===== src/rtl/i2c_muxctl_pkg.sv =====
package i2c_muxctl_pkg;
    localparam int BYTE_W = 8;
    localparam int CNT_W  = $clog2(BYTE_W + 1);

    typedef enum logic [2:0] {
        ST_IDLE,
        ST_ADDR,
        ST_ADDR_ACK,
        ST_DATA,
        ST_DATA_ACK,
        ST_SKIP
    } xfer_state_t;
endpackage


===== src/rtl/i2c_bus_sampler.sv =====
module i2c_bus_sampler #(
    parameter int SYNC_STAGES = 2
) (
    input  logic clk,
    input  logic rst_n,
    input  logic scl_raw,
    input  logic sda_raw,
    output logic scl_s,
    output logic sda_s,
    output logic scl_rise,
    output logic scl_fall,
    output logic start_det,
    output logic stop_det
);
    logic [SYNC_STAGES-1:0] scl_chain;
    logic [SYNC_STAGES-1:0] sda_chain;
    logic scl_d;
    logic sda_d;

    genvar g;
    generate
        for (g = 0; g < SYNC_STAGES; g++) begin : g_stage
            always_ff @(posedge clk or negedge rst_n) begin
                if (!rst_n) begin
                    scl_chain[g] <= 1'b1;
                    sda_chain[g] <= 1'b1;
                end else if (g == 0) begin
                    scl_chain[g] <= scl_raw;
                    sda_chain[g] <= sda_raw;
                end else begin
                    scl_chain[g] <= scl_chain[(g == 0) ? 0 : g - 1];
                    sda_chain[g] <= sda_chain[(g == 0) ? 0 : g - 1];
                end
            end
        end
    endgenerate

    assign scl_s = scl_chain[SYNC_STAGES-1];
    assign sda_s = sda_chain[SYNC_STAGES-1];

    always_ff @(posedge clk or negedge rst_n) begin
        if (!rst_n) begin
            scl_d <= 1'b1;
            sda_d <= 1'b1;
        end else begin
            scl_d <= scl_s;
            sda_d <= sda_s;
        end
    end

    always_comb begin
        scl_rise  = scl_s & ~scl_d;
        scl_fall  = ~scl_s & scl_d;
        start_det = scl_s & scl_d & sda_d & ~sda_s;
        stop_det  = scl_s & scl_d & ~sda_d & sda_s;
    end
endmodule


===== src/rtl/i2c_ctrl_store.sv =====
module i2c_ctrl_store #(
    parameter int             WIDTH     = 8,
    parameter logic [WIDTH-1:0] RESET_VAL = 8'hAA
) (
    input  logic             clk,
    input  logic             rst_n,
    input  logic             load_en,
    input  logic [WIDTH-1:0] load_val,
    input  logic             commit,
    output logic [WIDTH-1:0] ctrl
);
    logic [WIDTH-1:0] shadow;

    always_ff @(posedge clk or negedge rst_n) begin
        if (!rst_n) begin
            shadow <= RESET_VAL;
            ctrl   <= RESET_VAL;
        end else begin
            if (load_en) shadow <= load_val;
            if (commit)  ctrl   <= shadow;
        end
    end
endmodule


===== src/rtl/i2c_muxctl_slave.sv =====
module i2c_muxctl_slave
    import i2c_muxctl_pkg::*;
#(
    parameter int          SYNC_STAGES = 2,
    parameter logic [4:0]  ADDR_HIGH   = 5'b11011,
    parameter logic [7:0]  CTRL_RESET  = 8'hAA
) (
    input  logic       clk,
    input  logic       rst_n,
    input  logic       scl_i,
    input  logic       sda_i,
    input  logic [1:0] adr_sel,
    output logic       sda_oe,
    output logic [7:0] ctrl_o
);
    logic scl_s, sda_s, scl_rise, scl_fall, start_det, stop_det;
    xfer_state_t state, state_nx;
    logic [CNT_W-1:0]  bit_cnt;
    logic [BYTE_W-1:0] shreg;
    logic              data_ok;
    logic              byte_done;
    logic              addr_hit;
    logic              load_en;
    logic              commit;

    i2c_bus_sampler #(.SYNC_STAGES(SYNC_STAGES)) u_sampler (
        .clk      (clk),
        .rst_n    (rst_n),
        .scl_raw  (scl_i),
        .sda_raw  (sda_i),
        .scl_s    (scl_s),
        .sda_s    (sda_s),
        .scl_rise (scl_rise),
        .scl_fall (scl_fall),
        .start_det(start_det),
        .stop_det (stop_det)
    );

    assign byte_done = scl_fall && (bit_cnt == CNT_W'(BYTE_W));
    assign addr_hit  = (shreg[7:1] == {ADDR_HIGH, adr_sel}) && !shreg[0];

    // state register
    always_ff @(posedge clk or negedge rst_n) begin
        if (!rst_n) state <= ST_IDLE;
        else        state <= state_nx;
    end

    // next state
    always_comb begin
        state_nx = state;
        if (start_det) begin
            state_nx = ST_ADDR;
        end else if (stop_det) begin
            state_nx = ST_IDLE;
        end else begin
            unique case (state)
                ST_IDLE:     state_nx = ST_IDLE;
                ST_ADDR:     if (byte_done) state_nx = addr_hit ? ST_ADDR_ACK : ST_SKIP;
                ST_ADDR_ACK: if (scl_fall)  state_nx = ST_DATA;
                ST_DATA:     if (byte_done) state_nx = ST_DATA_ACK;
                ST_DATA_ACK: if (scl_fall)  state_nx = ST_SKIP;
                ST_SKIP:     state_nx = ST_SKIP;
                default:     state_nx = ST_IDLE;
            endcase
        end
    end

    // bit counter, shifter and pending flag
    always_ff @(posedge clk or negedge rst_n) begin
        if (!rst_n) begin
            bit_cnt <= '0;
            shreg   <= '0;
            data_ok <= 1'b0;
        end else if (start_det || stop_det) begin
            bit_cnt <= '0;
            data_ok <= 1'b0;
        end else begin
            if ((state == ST_ADDR || state == ST_DATA) && scl_rise
                && bit_cnt < CNT_W'(BYTE_W)) begin
                shreg   <= {shreg[BYTE_W-2:0], sda_s};
                bit_cnt <= bit_cnt + 1'b1;
            end
            if (state == ST_ADDR_ACK && scl_fall) bit_cnt <= '0;
            if (load_en) data_ok <= 1'b1;
        end
    end

    // outputs
    always_comb begin
        sda_oe  = (state == ST_ADDR_ACK) || (state == ST_DATA_ACK);
        load_en = (state == ST_DATA) && byte_done && !start_det && !stop_det;
        commit  = stop_det && data_ok;
    end

    i2c_ctrl_store #(.WIDTH(BYTE_W), .RESET_VAL(CTRL_RESET)) u_store (
        .clk     (clk),
        .rst_n   (rst_n),
        .load_en (load_en),
        .load_val(shreg),
        .commit  (commit),
        .ctrl    (ctrl_o)
    );
endmodule


===== config.mk =====
export PLATFORM = sky130hd
export DESIGN_NAME = i2c_muxctl_slave
export DESIGN_NICKNAME = d
export VERILOG_FILES = /design/src/rtl/i2c_muxctl_pkg.sv /design/src/rtl/i2c_bus_sampler.sv /design/src/rtl/i2c_ctrl_store.sv /design/src/rtl/i2c_muxctl_slave.sv
export SDC_FILE = /design/constraint.sdc
export NUM_CORES = 1
export LEC_CHECK = 0
export ABC_CLOCK_PERIOD_IN_PS = 2570
export BUFFER_PORTS_ARGS = -buffer_cell sky130_fd_sc_hd__buf_2
export CORE_MARGIN = 2
export CORE_UTILIZATION = 50
export DETAILED_ROUTE_END_ITERATION = 10
export PLACE_DENSITY = 0.74
export SETUP_SLACK_MARGIN = 0.05
export SLEW_MARGIN = 20
export SYNTH_ARGS = -nofsm -noshare
export SYNTH_HDL_FRONTEND = slang
export SYNTH_SLANG_ARGS = --single-unit

===== constraint.sdc =====
create_clock -name clk -period 2.57 [get_ports clk]
set_clock_uncertainty 0.2 [all_clocks]
set_input_delay 0.1285 -clock clk [delete_from_list [all_inputs] [get_ports clk]]
set_output_delay 0.1285 -clock clk [all_outputs]
set_load 0.01 [all_outputs]

==> results of run 1 <==
-- final cells by class --
class	count	area, µm²	share of cell area, %
Clock inverter	2	60.1	3.15
Timing Repair Buffer	17	100	5.25
Sequential cell	38	968	50.8
Inverter	5	18.8	0.984
Tap cell	44	55.1	2.89
Multi-Input combinational cell	85	653	34.3
Clock buffer	6	51.3	2.69
-- routing by layer --
layer | GRT usage [%] | part of all wire (%)
met1 | 19.8 | 43
met2 | 29.9 | 51
met3 | 6.93 | 4.6
met4 | 7.90 | 1.8
met5 | 0 | 0
-- placed cells by master, fill, tap and decap left out, types with 5 or more instances in the layout --
cell / netlist / final
clkbuf_4: 0 / 5
inv_1: 5 / 5
nand2_1: 14 / 14
xnor2_1: 6 / 6
dfrtp_1: 24 / 24
mux2_2: 24 / 24
buf_2: 3 / 14
dfstp_2: 14 / 14
-- power breakdown --
part | switching (W) | internal, W | leakage [nW]
sequential | 0.000112 | 0.000694 | 0.460
combinational | 0.000124 | 0.000145 | 0.356
clock | 0.000190 | 0.000329 | 0.0585
-- synth_stat cells (2+ instances only) --
| cell | number |
|---|---|
| nand3_1 | 3 |
| or2_2 | 2 |
| dfstp_2 | 14 |
| xnor2_1 | 6 |
| a21oi_1 | 3 |
| nand2b_1 | 4 |
| nand2_1 | 14 |
| buf_2 | 3 |
| o21ai_0 | 4 |
| or3_1 | 2 |
| inv_1 | 5 |
| mux2_2 | 24 |
| ha_1 | 2 |
| clkbuf_1 | 2 |
| dfrtp_1 | 24 |
| nor2_1 | 4 |
-- kinds of logic after synthesis --
group / count (synthesis) / share of synthesized area [%]
AND/OR/NAND/NOR: 38 / 12.2
flip-flops: 38 / 58.2
multiplexers: 24 / 16.3
AO/OA/AOI/OAI: 15 / 6.17
buffers and inverters: 10 / 2.48
XOR/XNOR: 6 / 3.16
adder cells (fa/ha/maj): 2 / 1.50
-- worst min-delay path, delay by kind of cell --
family	cells	cell delay, ps
AOI/OAI and AO/OA	1	60
xor gates and xnor gates	1	70
buffers and inverters	1	80
and+or+nand+nor	2	230
-- how the worst max path moves through the flow --
| stage | cells past startpoint | endpoint | start |
|---|---|---|---|
| final | 6 | state[1]$_DFFE_PN0P_ | bit_cnt[0]$_DFFE_PN0P_ |
| after global routing | 6 | state[1]$_DFFE_PN0P_ | bit_cnt[0]$_DFFE_PN0P_ |
| after CTS | 6 | state[1]$_DFFE_PN0P_ | bit_cnt[0]$_DFFE_PN0P_ |
| after detailed placement | 6 | state[1]$_DFFE_PN0P_ | bit_cnt[0]$_DFFE_PN0P_ |
| after global placement | 6 | state[1]$_DFFE_PN0P_ | bit_cnt[0]$_DFFE_PN0P_ |
| after floorplan | 6 | state[1]$_DFFE_PN0P_ | bit_cnt[0]$_DFFE_PN0P_ |
-- sequential cells by signal (all words and copies together), names as in the netlist --
name                 count
u_store.ctrl             8
u_sampler.sda_s          1
bit_cnt                  4
u_sampler.scl_d          1
u_sampler.sda_chain      1
u_sampler.scl_s          1
shreg                    8
state                    3
u_sampler.scl_chain      1
data_ok                  1
u_store.shadow           8
u_sampler.sda_d          1
-- stage by stage --
| step | worst slack [ps] | area [µm²] | power (W) | std cells | hold slack [ps] |
|---|---|---|---|---|---|
| 3_5_place_dp | 491 | 1770 | 0.00109 | 186 | 34.9 |
| 6_report | 486 | 1910 | 0.00159 | 197 | 48.1 |
| 3_3_place_gp | 560 | 1770 | 0.00106 | 186 | 34.6 |
| 2_1_floorplan | 671 | 1660 | 0.000998 | 133 | -367 |
| 4_1_cts | 467 | 1910 | 0.00161 | 197 | 47.4 |
| 5_1_grt | 387 | 1910 | 0.00169 | 197 | 88.3 |
-- timing repair --
item / CTS / global route
setup buffers: 0 / 0
setup endpoints to repair: 0 / 0
hold buffers: 3 / 0
endpoints found under the hold margin: 26 / 0
gates resized for setup: 0 / 0
==> results.md, run 1 <==
- The number of nets in the layout is 160.
- The tree is rooted in a clkbuf_4.
- The number of buffers and inverters on the critical path is 1.
- On the worst path, the slowest cell contributes a delay of roughly 420 ps.
- The wire length of the first global-routing pass is between 4 and 5 mm.
- The setup path with the least slack is of type flop to flop.
- Yosys attributes the largest share of cell area to dfrtp_1 36%, dfstp_2 22%, mux2_2 16%.
- The power per unit of standard cell area is between 800 and 900 nW/µm².
- The synthesized instance count is 133.
- The register area share after synthesis is 58.2%.
- The number of vias in the routed layout is 1,056.
- For this run the aggregate overflow at the end of global routing stands at 0.
- The class of the most critical hold timing path is input port to flop.
- The clock transition at the registers of the reported paths is between 100 and 150 ps.
- In this run the count of I/O pins placed on the die edge is 15.
- The total negative slack is 0 ps.
- The core region area is between 3000 and 4000 µm².
- In this run the most critical hold path is launched from adr_sel[1].
- The final standard cell utilization of the core is 61.5%.
- The weighted congestion at the end of routability-driven global placement is between 0.8 and 0.9.
- The standby leakage power is between 0.8 and 0.9 nW.
- The worst-case IR drop observed on VDD is 0.000476 V.
- The remaining routing DRC violations is 0.
- The post-synthesis async set-or-reset flop share is 100%.
- The critical path goes through inv_1 > ha_1 > nand3b_1 > or3_1 > or4_1 > a211oi_2.
- The area growth from synthesis to layout is 14.7%.
- The endpoint of the worst-slack reg-to-reg timing path is state[1]$_DFFE_PN0P_.
- STA classifies the critical path startpoint as a flop.
- The synthesis-stage register bit count is 38.
- Derived from the worst setup path, the maximum achievable clock frequency is approximately 480 MHz.
- The synthesized cell area is 1660 µm².
- The layout has between 200 and 300 filler cells.
- The warning count from the yosys run is 0.
- The vertical die dimension is between 60 and 70 µm.
- The highest net fanout along the worst path is 3.
- The critical path endpoint category is a flop.
- The floorplan has 20 rows.
- Broken down by cell family, the worst path's largest delay share belongs to simple AND/OR/NAND/NOR gates.
- Entering global routing, the biggest net connects 39 pins.
- TritonCTS built the clock tree.
- The shortest period the worst path allows is ~2100 ps.
- The initial detailed-routing violation count is 45.
- In the final routed layout, each cell accounts on average for 13.9 µm.
- In this run the register-to-register setup slack is ~490 ps.
- The area share of the largest cell type after synthesis is 36.1%.
- The clock net in this run drives a total of 38 sinks.
- The fraction of final layout cells with drive strength greater than 1 is 41.8%.
- The number of H-tree levels is 2.
- The total routed wirelength is 2.74 mm.
- The worst register-to-register path begins at bit_cnt[0]$_DFFE_PN0P_.
- The die covers 3800 µm².
- Setup repair after global routing left no endpoint under its margin.
- The final-report max-slew violation count is 0.
- Data on the critical path arrives at its endpoint at roughly 2200 ps.
- The period utilization is between 80 and 90%.
- The insertion delay of the later-clocked pin in the worst-skew pair is approximately 340 ps.
- The maximum buffer depth of the clock tree is 2.
- The remaining antenna violation count after routing is 0.
- The via count of the first global-routing pass is ~1,100.
- The number of cells on the worst reg-to-reg path is 6.
- Using the TritonRoute via totals, the vias-per-cell ratio works out to between 5 and 6.
- The cell at the slowest stage of the critical path is dfrtp_1.
- The cell taking the most area after synthesis is dfrtp_1.
- The total iterations of the first detailed-routing run is 5.
- The worst hold path terminates at state[1]$_DFFE_PN0P_.
- The number of clock buffers added by TritonCTS is 5.
- At the pin with the least slew margin, the transition time is between 800 and 900 ps.
- In this run the tightest slew margin relative to its limit is a little under half.
- The overall global routing resource usage is 17.7%.
- The number of antenna cells inserted is 0.
- The final HPWL from detailed placement is 1.97 mm.
- The hold violation count in the final report is 0.
- During placement, the flow inserted port buffers numbering 14.
- At the worst endpoint, the required time is around 2600 ps.
- The flow ran to the end, and the final reports show no timing, DRC or antenna violations.
- The number of different library cells used by synthesis comes to 33.
- The predominant post-synthesis flop cell is dfrtp_1.
- The max-cap violation count is 0.
- The count of endpoints failing setup in the final report is 0.
- The count of flip-flops with a built-in enable after synthesis is 0.
- The net count after synthesis is between 100 and 150.
- The number of antenna violations at the first check in global routing is 0.
- The floorplan step set the die width to 61.7 µm.
- The number of cells traversed by the worst hold path is 5.
- The initial cell density of the core is a little over half.
- The mean post-synth cell area is approximately 13 µm².
No activity file was read; power rests on OpenSTA's default activity.
==> run 2: changes to the inputs <==
--- a/config.mk
+++ b/config.mk
@@ -5,7 +5,8 @@
 export SDC_FILE = /design/constraint.sdc
 export NUM_CORES = 1
 export LEC_CHECK = 0
-export ABC_CLOCK_PERIOD_IN_PS = 2570
+export ABC_AREA = 1
+export ABC_CLOCK_PERIOD_IN_PS = 2000
 export BUFFER_PORTS_ARGS = -buffer_cell sky130_fd_sc_hd__buf_2
 export CORE_MARGIN = 2
 export CORE_UTILIZATION = 50
==> constraint.sdc (replaced) <==
create_clock -name clk -period 2 [get_ports clk]
set_clock_uncertainty 0.2 [all_clocks]
set_input_delay 0.1 -clock clk [delete_from_list [all_inputs] [get_ports clk]]
set_output_delay 0.1 -clock clk [all_outputs]
set_load 0.01 [all_outputs]
==> run 2 against run 1 <==
Power is 20% higher. Via count is 12% higher. Sequential power is 24% higher. Area after synthesis is 3.0% higher. Cell count is 24% higher. Highest routed layer unchanged. Maximum frequency is 22% higher. Die area is 2.8% higher. First-iteration DRC count is 31% lower.
==> results.md, run 2 <==
- The flow ran to the end, and the final reports show no timing, DRC or antenna violations.
- Entering global routing, the biggest net connects 39 pins.
- Clock tree synthesis selected as its root buffer the cell clkbuf_4.
- Summed over all instances, the cell type with the most area after synthesis is dfrtp_1.
- STA puts the critical path data arrival time at around 1700 ps.
- Of all flip-flops after synthesis, the portion carrying an async set or reset was 100%.
- Detailed routing inserted a total of 1,186 vias.
- The signal on the critical path passes through inv_1 > nor2_2 > inv_1 > o211ai_1 > o22ai_1.
- Measured against its own limit, the worst slew margin works out to about half.
- The repair_antennas step left the layout with diodes totalling 0.
- The weighted congestion at the end of routability-driven global placement is a little over 0.8.
- The number of rows in the core area is 21.
- The synthesis-stage register bit count is 38.
- At the later pin of the worst-skew pair, clock insertion delay measures around 350 ps.
- The first global-routing pass estimated ~5 mm of wire.
- The fraction of final layout cells with drive strength greater than 1 is 30.8%.
- In this design, the stage delay of the slowest critical-path cell is between 500 and 600 ps.
- For this run, the post-layout net count is between 200 and 250.
- The hold violation count in the final report is 0.
- The worst hold path passes through 8 cells.
- By instance count, the cell type seen most on the critical path is inv_1.
- The number of buffers and inverters on the critical path is 2.
- After clock tree synthesis, the clock-pin slew on the worst setup and hold paths is between 100 and 150 ps.
- The vertical die dimension is 62.5 µm.
- The number of buffers inserted by port buffering is 14.
- The period utilization is around 86%.
- The total negative slack is 0 ps.
- Setup violations remaining at the end of the flow were counted as 0.
- The full die area is 3910 µm².
- The class of the most critical hold timing path is input port to flop.
- In this run, distinct cell masters in the synthesized netlist total 28.
- The max-cap violation count is 0.
- The initial detailed-routing violation count is 31.
- The remaining routing DRC violations is 0.
- Setup repair after global routing left no endpoint under its margin.
- The Yosys step of the flow raised 0 warnings.
- The final-report max-slew violation count is 0.
- In the final layout, the registers with the most flip-flops are shreg (8), u_store.ctrl (8), u_store.shadow (8).
- The number of vias per cell is 4.86.
- In the layout the commonest cells are 43 x nand2_1, 27 x inv_1, 24 x dfrtp_1, 14 x buf_2, 14 x dfstp_2.
- The launch point of the critical path is u_sampler.scl_d$_DFF_PN1_.
- In this run the mean area of a mapped cell was a little under 10 µm².
- The via count of the first global-routing pass was ~1,200.
- VDD sags by at most 0.000493 V.
- The highest net fanout along the worst path is 4.
- Once the floorplan was initialized, standard cells occupied between 50% and 60% of the core.
- The most numerous cell in the Yosys netlist is nand2_1.
- The number of gates resized after CTS is 0.
- Counting cells, the worst reg-to-reg path comes to 5.
- The start of the worst register-to-register path is u_sampler.scl_d$_DFF_PN1_.
- The total I/O pin count is 15.
- In this run the static leakage power is between 0.9 and 1 nW.
- The synthesized cell area is 1710 µm².
- The number of H-tree levels is 2.
- The power per unit of standard cell area is 1000 nW/µm².
- After legalization and detailed placement, the total HPWL measured about 2.0 mm.
- The critical path in this run is classified as flop to flop.
- The overall power is 0.00192 W.
- The maximum frequency from static timing analysis is 584 MHz.
- The global-route congestion overflow total is 0.
- On the critical path the largest part of the delay comes from flip-flops.
- Of the synthesized area, sequential elements account for 56.5%.
- At the worst endpoint, the required time is roughly 2000 ps.
- For this design, the sink count on the clock tree is 38.
- The synthesis-to-finish area growth is 11.9%.
- The library cell used most frequently in the layout, excluding fill and tap cells, is nand2_1.
- The slowest stage of the critical path belongs to the cell dfstp_2.
- The clock tree from TritonCTS is yes.
- For this run, the detailed router's first-pass iteration total came to 4.
- The number of buffers inserted during clock tree synthesis is 5.
- The overall global routing resource usage is about 17%.
- The synthesized instance count is ~180.
- The routed design could run at a clock period as short as around 1700 ps.
- Ranked by total cell area, the synthesized netlist is headed by dfrtp_1 35%, dfstp_2 21%, nand2_1 9.4%.
- The die is roughly 63 µm wide.
- The routed design has approximately 2.8 mm of wire.
- The maximum buffer depth of the clock tree is 2.
- The synthesized design devotes to its leading area cell type between 30% and 40% of total area.
- For the pin with the worst max-slew slack, the measured transition is between 700 and 800 ps.
- The startpoint of the lowest-slack hold path is adr_sel[1].
- The worst setup path is captured at a flop.
- The buffers inserted during post-CTS setup optimization is 0.
- The number of antenna violations at the first check in global routing is 0.
- The net count after synthesis is about 180.
- The count of flip-flops with a built-in enable after synthesis is 0.
- The count of nets left with antenna violations once routing finished came out at 0.
- The type of element launching the critical path is a flop.
- The critical path crosses 5 cells after its start point.
- The predominant post-synthesis flop cell is dfrtp_1.
- In the synthesized netlist, the cells that appear most often are 43 x nand2_1, 27 x inv_1, 24 x dfrtp_1.
- The total area inside the core boundary comes to about 3300 µm².
- The detailed-route wire length per cell is approximately 11 µm.
## run 2: timing repair
action / CTS / global route
hold buffers: 3 / 0
setup endpoints to repair: 0 / 0
hold endpoints to repair: 26 / 0
## run 2: cell families (layout without fill, tap and decap cells)
| family | count (synthesis) | after routing | synth area share [%] |
|---|---|---|---|
| compound gates | 24 | 24 | 9.35 |
| mux | 8 | 8 | 5.19 |
| xor+xnor | 2 | 2 | 1.02 |
| buf+inv | 31 | 54 | 7.38 |
| simple gates | 70 | 70 | 19.1 |
| fa+ha+maj | 2 | 2 | 1.46 |
| flops | 38 | 38 | 56.5 |
## run 2: area by class of cell
cell class | count | area, µm²
Sequential cell | 38 | 968
Clock inverter | 1 | 5.00
Fill cell | 314 | 1390
Timing Repair Buffer | 18 | 108
Inverter | 28 | 105
Tap cell | 46 | 57.6
Multi-Input combinational cell | 106 | 618
Clock buffer | 7 | 55.1
## run 2: power breakdown
| group | internal, W | switching (W) |
|---|---|---|
| clock | 0.000170 | 0.000242 |
| sequential | 0.000896 | 0.000106 |
| combinational | 0.000177 | 0.000326 |
| total | 0.00124 | 0.000674 |
## run 2: final timing paths
check / end / slack, ps
hold / removal: state[1]$_DFFE_PN0P_ / 30
setup reg to reg: bit_cnt[3]$_DFFE_PN0P_ / 290
setup / recovery: bit_cnt[3]$_DFFE_PN0P_ / 290
max in group asynchronous: u_store.ctrl[6]$_DFFE_PN0P_ / 950
min in group asynchronous: u_store.shadow[0]$_DFFE_PN0P_ / 160
hold reg to reg: u_sampler.scl_s$_DFF_PN1_ / 160
## run 2: metrics by stage
stage	setup slack [ps]	utilization, %	instances	hold slack (ps)	area, µm²
final	287	57.9	244	25.0	1920
after global routing	158	57.9	244	114	1920
after CTS	275	57.9	244	21.7	1920
after detailed placement	292	55.2	233	7.22	1830
after global placement	362	55.2	233	4.85	1830
after floorplan	491	-	175	-396	1710
## run 2: worst register-to-register path, delay by kind of cell (launching register included)
kind | cells | cell delay [ps]
buffers and inverters | 2 | 160
AOI/OAI and AO/OA | 2 | 480
DFF | 1 | 560
and+or+nand+nor | 1 | 190
## run 2: layer usage
metal / up-vias / routed length (µm) / track usage [%]
li1: 597 / - / -
met5: - / 0 / 0
met1: 568 / 1230 / 19.2
met2: 16 / 1380 / 29.4
met4: 0 / 48 / 6.67
met3: 5 / 100 / 5.95
==> run 3: changes to the inputs <==
--- a/config.mk
+++ b/config.mk
@@ -8,7 +8,7 @@
 export ABC_AREA = 1
 export ABC_CLOCK_PERIOD_IN_PS = 2000
 export BUFFER_PORTS_ARGS = -buffer_cell sky130_fd_sc_hd__buf_2
-export CORE_MARGIN = 2
+export CORE_MARGIN = 1.5
 export CORE_UTILIZATION = 50
 export DETAILED_ROUTE_END_ITERATION = 10
 export PLACE_DENSITY = 0.74
==> run 3 against run 2 <==
Sequential power is essentially flat. Global-route usage up 1.2 points. Cell count stayed put. Flip-flop and latch count stayed put. Power up 4.9%. Critical path depth did not move. Count of clock-buffer cells in the layout is the same. First-iteration DRC count increased by 87%. Highest routed layer unchanged. Critical endpoint is now bit_cnt[0]$_DFFE_PN0P_.
==> results.md, run 3 (same netlist as run 2, synthesis figures left out) <==
- The smallest setup slack after layout is around 340 ps.
- The core region is roughly 3300 µm².
- Along the worst path, the maximum fanout reaches 4.
- Counting the fill cells in the layout gives 300.
- The hold violation count in the final report is 0.
- Setup violations remaining at the end of the flow were counted as 0.
- The class of the most critical hold timing path is input port to flop.
- The total iterations of the first detailed-routing run is 4.
- For this design the top-level I/O count stands at 15.
- The buffers inserted during post-CTS setup optimization is 0.
- Cells with a size suffix above 1 make up 30.3% of the layout.
- The congestion estimate from routability-driven global placement came to ~0.76.
- Summed over all failing endpoints, the final setup total negative slack is 0 ps.
- The worst hold endpoint is state[1]$_DFFE_PN0P_.
- The detailed-route wire length per cell is roughly 12 µm.
- The shortest period the worst path allows is about 1700 ps.
- Setup repair after global routing left no endpoint under its margin.
- The worst hold path begins at adr_sel[1].
- The via count of the first global-routing pass is approximately 1,200.
- The clock tree from TritonCTS is yes.
- The number of antenna cells inserted is 0.
- Leaving out fill and tap cells, the most frequent cells in the layout are 43 x nand2_1, 27 x inv_1, 24 x dfrtp_1, 14 x buf_2, 14 x dfstp_2.
- STA puts the critical path data arrival time at between 1500 and 2000 ps.
- The slack of the worst reg-to-reg path is roughly 340 ps.
- For this run, design rule violations remaining after detail routing come to 0.
- In this run the number of H-tree levels came out at 2.
- The maximum ir drop on the vdd rail is ~0.00055 V.
- The clock reaches the later pin of the worst-skew pair after ~340 ps.
- The routed layout has ~1,200 vias.
- At the pin with the least slew margin, the transition time is 801 ps.
- The cell at the slowest stage of the critical path is dfstp_2.
- The finished layout cell area is around 1900 µm².
- The clock transition at the registers of the reported paths is about 110 ps.
- The initial cell density of the core is about half.
- The type of element launching the critical path is a flop.
- The type of the worst setup path is flop to flop.
- The run finished with clean final reports.
- Power spread over the standard cell area amounts to between 1000 and 1500 nW/µm².
- Measured along the y axis, the die boundary spans roughly 62 µm.
- The synthesis-to-finish area growth is 12.8%.
- Tracing the worst setup path back leads to its startpoint at u_sampler.scl_d$_DFF_PN1_.
- The wire length of the first global-routing pass is about 5.0 mm.
- At the placement stage, the worst setup path has a slack of approximately 330 ps.
- The number of buffers inserted by port buffering is 14.
- In this run the core area contains 21 standard-cell rows.
- Across the run, the number of max-cap violations was 0.
- The number of nets in the layout is 205.
- The clock passes through at most 2 buffers.
- The final HPWL from detailed placement is about 2.0 mm.
- The largest registers in the layout are shreg (8), u_store.ctrl (8), u_store.shadow (8).
- The most common cell after layout, fill and taps aside is nand2_1.
- The root buffer cell chosen for the clock tree is clkbuf_4.
- The period utilization is 83.1%.
- The standby leakage power is 0.967 nW.
- The number of gates resized after CTS was 0.
- The endpoint of the worst-slack reg-to-reg timing path is bit_cnt[0]$_DFFE_PN0P_.
- The overall global routing resource usage is between 10% and 20%.
- Entering global routing, the biggest net connects 39 pins.
- The clock sink count is 38.
- Including well taps, the total number of placed cells is between 200 and 250.
- The total routed wirelength is between 2 and 3 mm.
- The initial detailed-routing violation count is 58.
- The final-report max-slew violation count is 0.
- In this run, CTS created clock tree buffers numbering 5.
- The critical path required time is 2010 ps.
- In this design, the stage delay of the slowest critical-path cell is roughly 540 ps.
- The number of antenna violations at the first check in global routing is 0.
- The worst pin sits at a relative slew slack of a little under half.
- Static timing analysis puts the maximum clock frequency at between 600 and 700 MHz.
- Global routing finished with a remaining overflow of 0.
- The signal on the critical path passes through inv_1 > nor2_2 > inv_1 > o211ai_1 > mux2i_1.
- The critical path endpoint category is a flop.
- The overall power is ~0.0020 W.
- Once placement finished, the instance area stood at approximately 1800 µm².
- The number of cells on the worst reg-to-reg path is 5.
- The final cell count without fillers is roughly 240.
- The floorplan step defined a die boundary enclosing roughly 3800 µm².
- The library cell appearing most often on the critical path is inv_1.
- In this run the remaining antenna-violating nets after routing total 0.
- The floorplan step set the die width to 61.5 µm.
- The number of vias per cell is 4.87.
- The start of the worst register-to-register path is u_sampler.scl_d$_DFF_PN1_.
- The worst hold path passes through 8 cells.
run 3: cell count changes in the layout (fill, tap and decap cells not counted):
| cell | before | now |
|---|---|---|
| bufinv_16 | 0 | 1 |
| clkbuf_1 | 1 | 2 |
| clkbuf_8 | 1 | 0 |
| clkinv_2 | 1 | 0 |
run 3: timing repair:
action | CTS | global route
endpoints found under the hold margin | 26 | 0
setup endpoints to repair | 0 | 0
hold buffers | 3 | 0
run 3: power by group:
group          leakage, nW  switching (W)  total, W  internal [W]
registers            0.466       0.000106   0.00100      0.000896
clock network       0.0395       0.000233  0.000498      0.000265
logic                0.462       0.000335  0.000512      0.000178
total                0.967       0.000674   0.00201       0.00134
run 3: stage by stage:
step           util (%)  hold slack, ps
3_5_place_dp       55.2            6.53
4_1_cts            58.4            15.0
6_report           58.4            18.4
3_3_place_gp       55.2            4.66
2_1_floorplan         -            -396
5_1_grt            58.4            68.2
run 3: critical path: cells and delay by family (launching register included):
kind / cells / cell delay (ps)
AO/OA/AOI/OAI: 1 / 320
buffers and inverters: 2 / 150
flip-flops: 1 / 540
multiplexers: 1 / 140
AND/OR/NAND/NOR: 1 / 190
run 3: area by class of cell:
cell class                      count  area [µm²]  area share (%)
Sequential cell                    38         968            50.1
Timing Repair Buffer               18         108            5.57
Inverter                           28         105            5.44
Clock inverter                      1        30.0            1.55
Clock buffer                        7        45.0            2.33
Tap cell                           46        57.6            2.98
Multi-Input combinational cell    106         618            32.0
run 3: worst max path at each step:
stage                                  endpoint  cells after the start
CTS                      bit_cnt[0]$_DFFE_PN0P_                      5
global placement    u_store.ctrl[6]$_DFFE_PN0P_                      4
finish                   bit_cnt[0]$_DFFE_PN0P_                      5
floorplan           u_store.ctrl[0]$_DFFE_PN0P_                      4
global route             bit_cnt[0]$_DFFE_PN0P_                      5
detailed placement       bit_cnt[0]$_DFFE_PN0P_                      5
run 3: metal layers:
metal | vias to the layer above | GRT usage (%) | wire, µm
met3 | 5 | 5.67 | 103
met1 | 565 | 20.6 | 1210
li1 | 597 | - | -
met2 | 21 | 32.0 | 1450
met4 | 0 | 6.69 | 46
met5 | - | 0 | 0
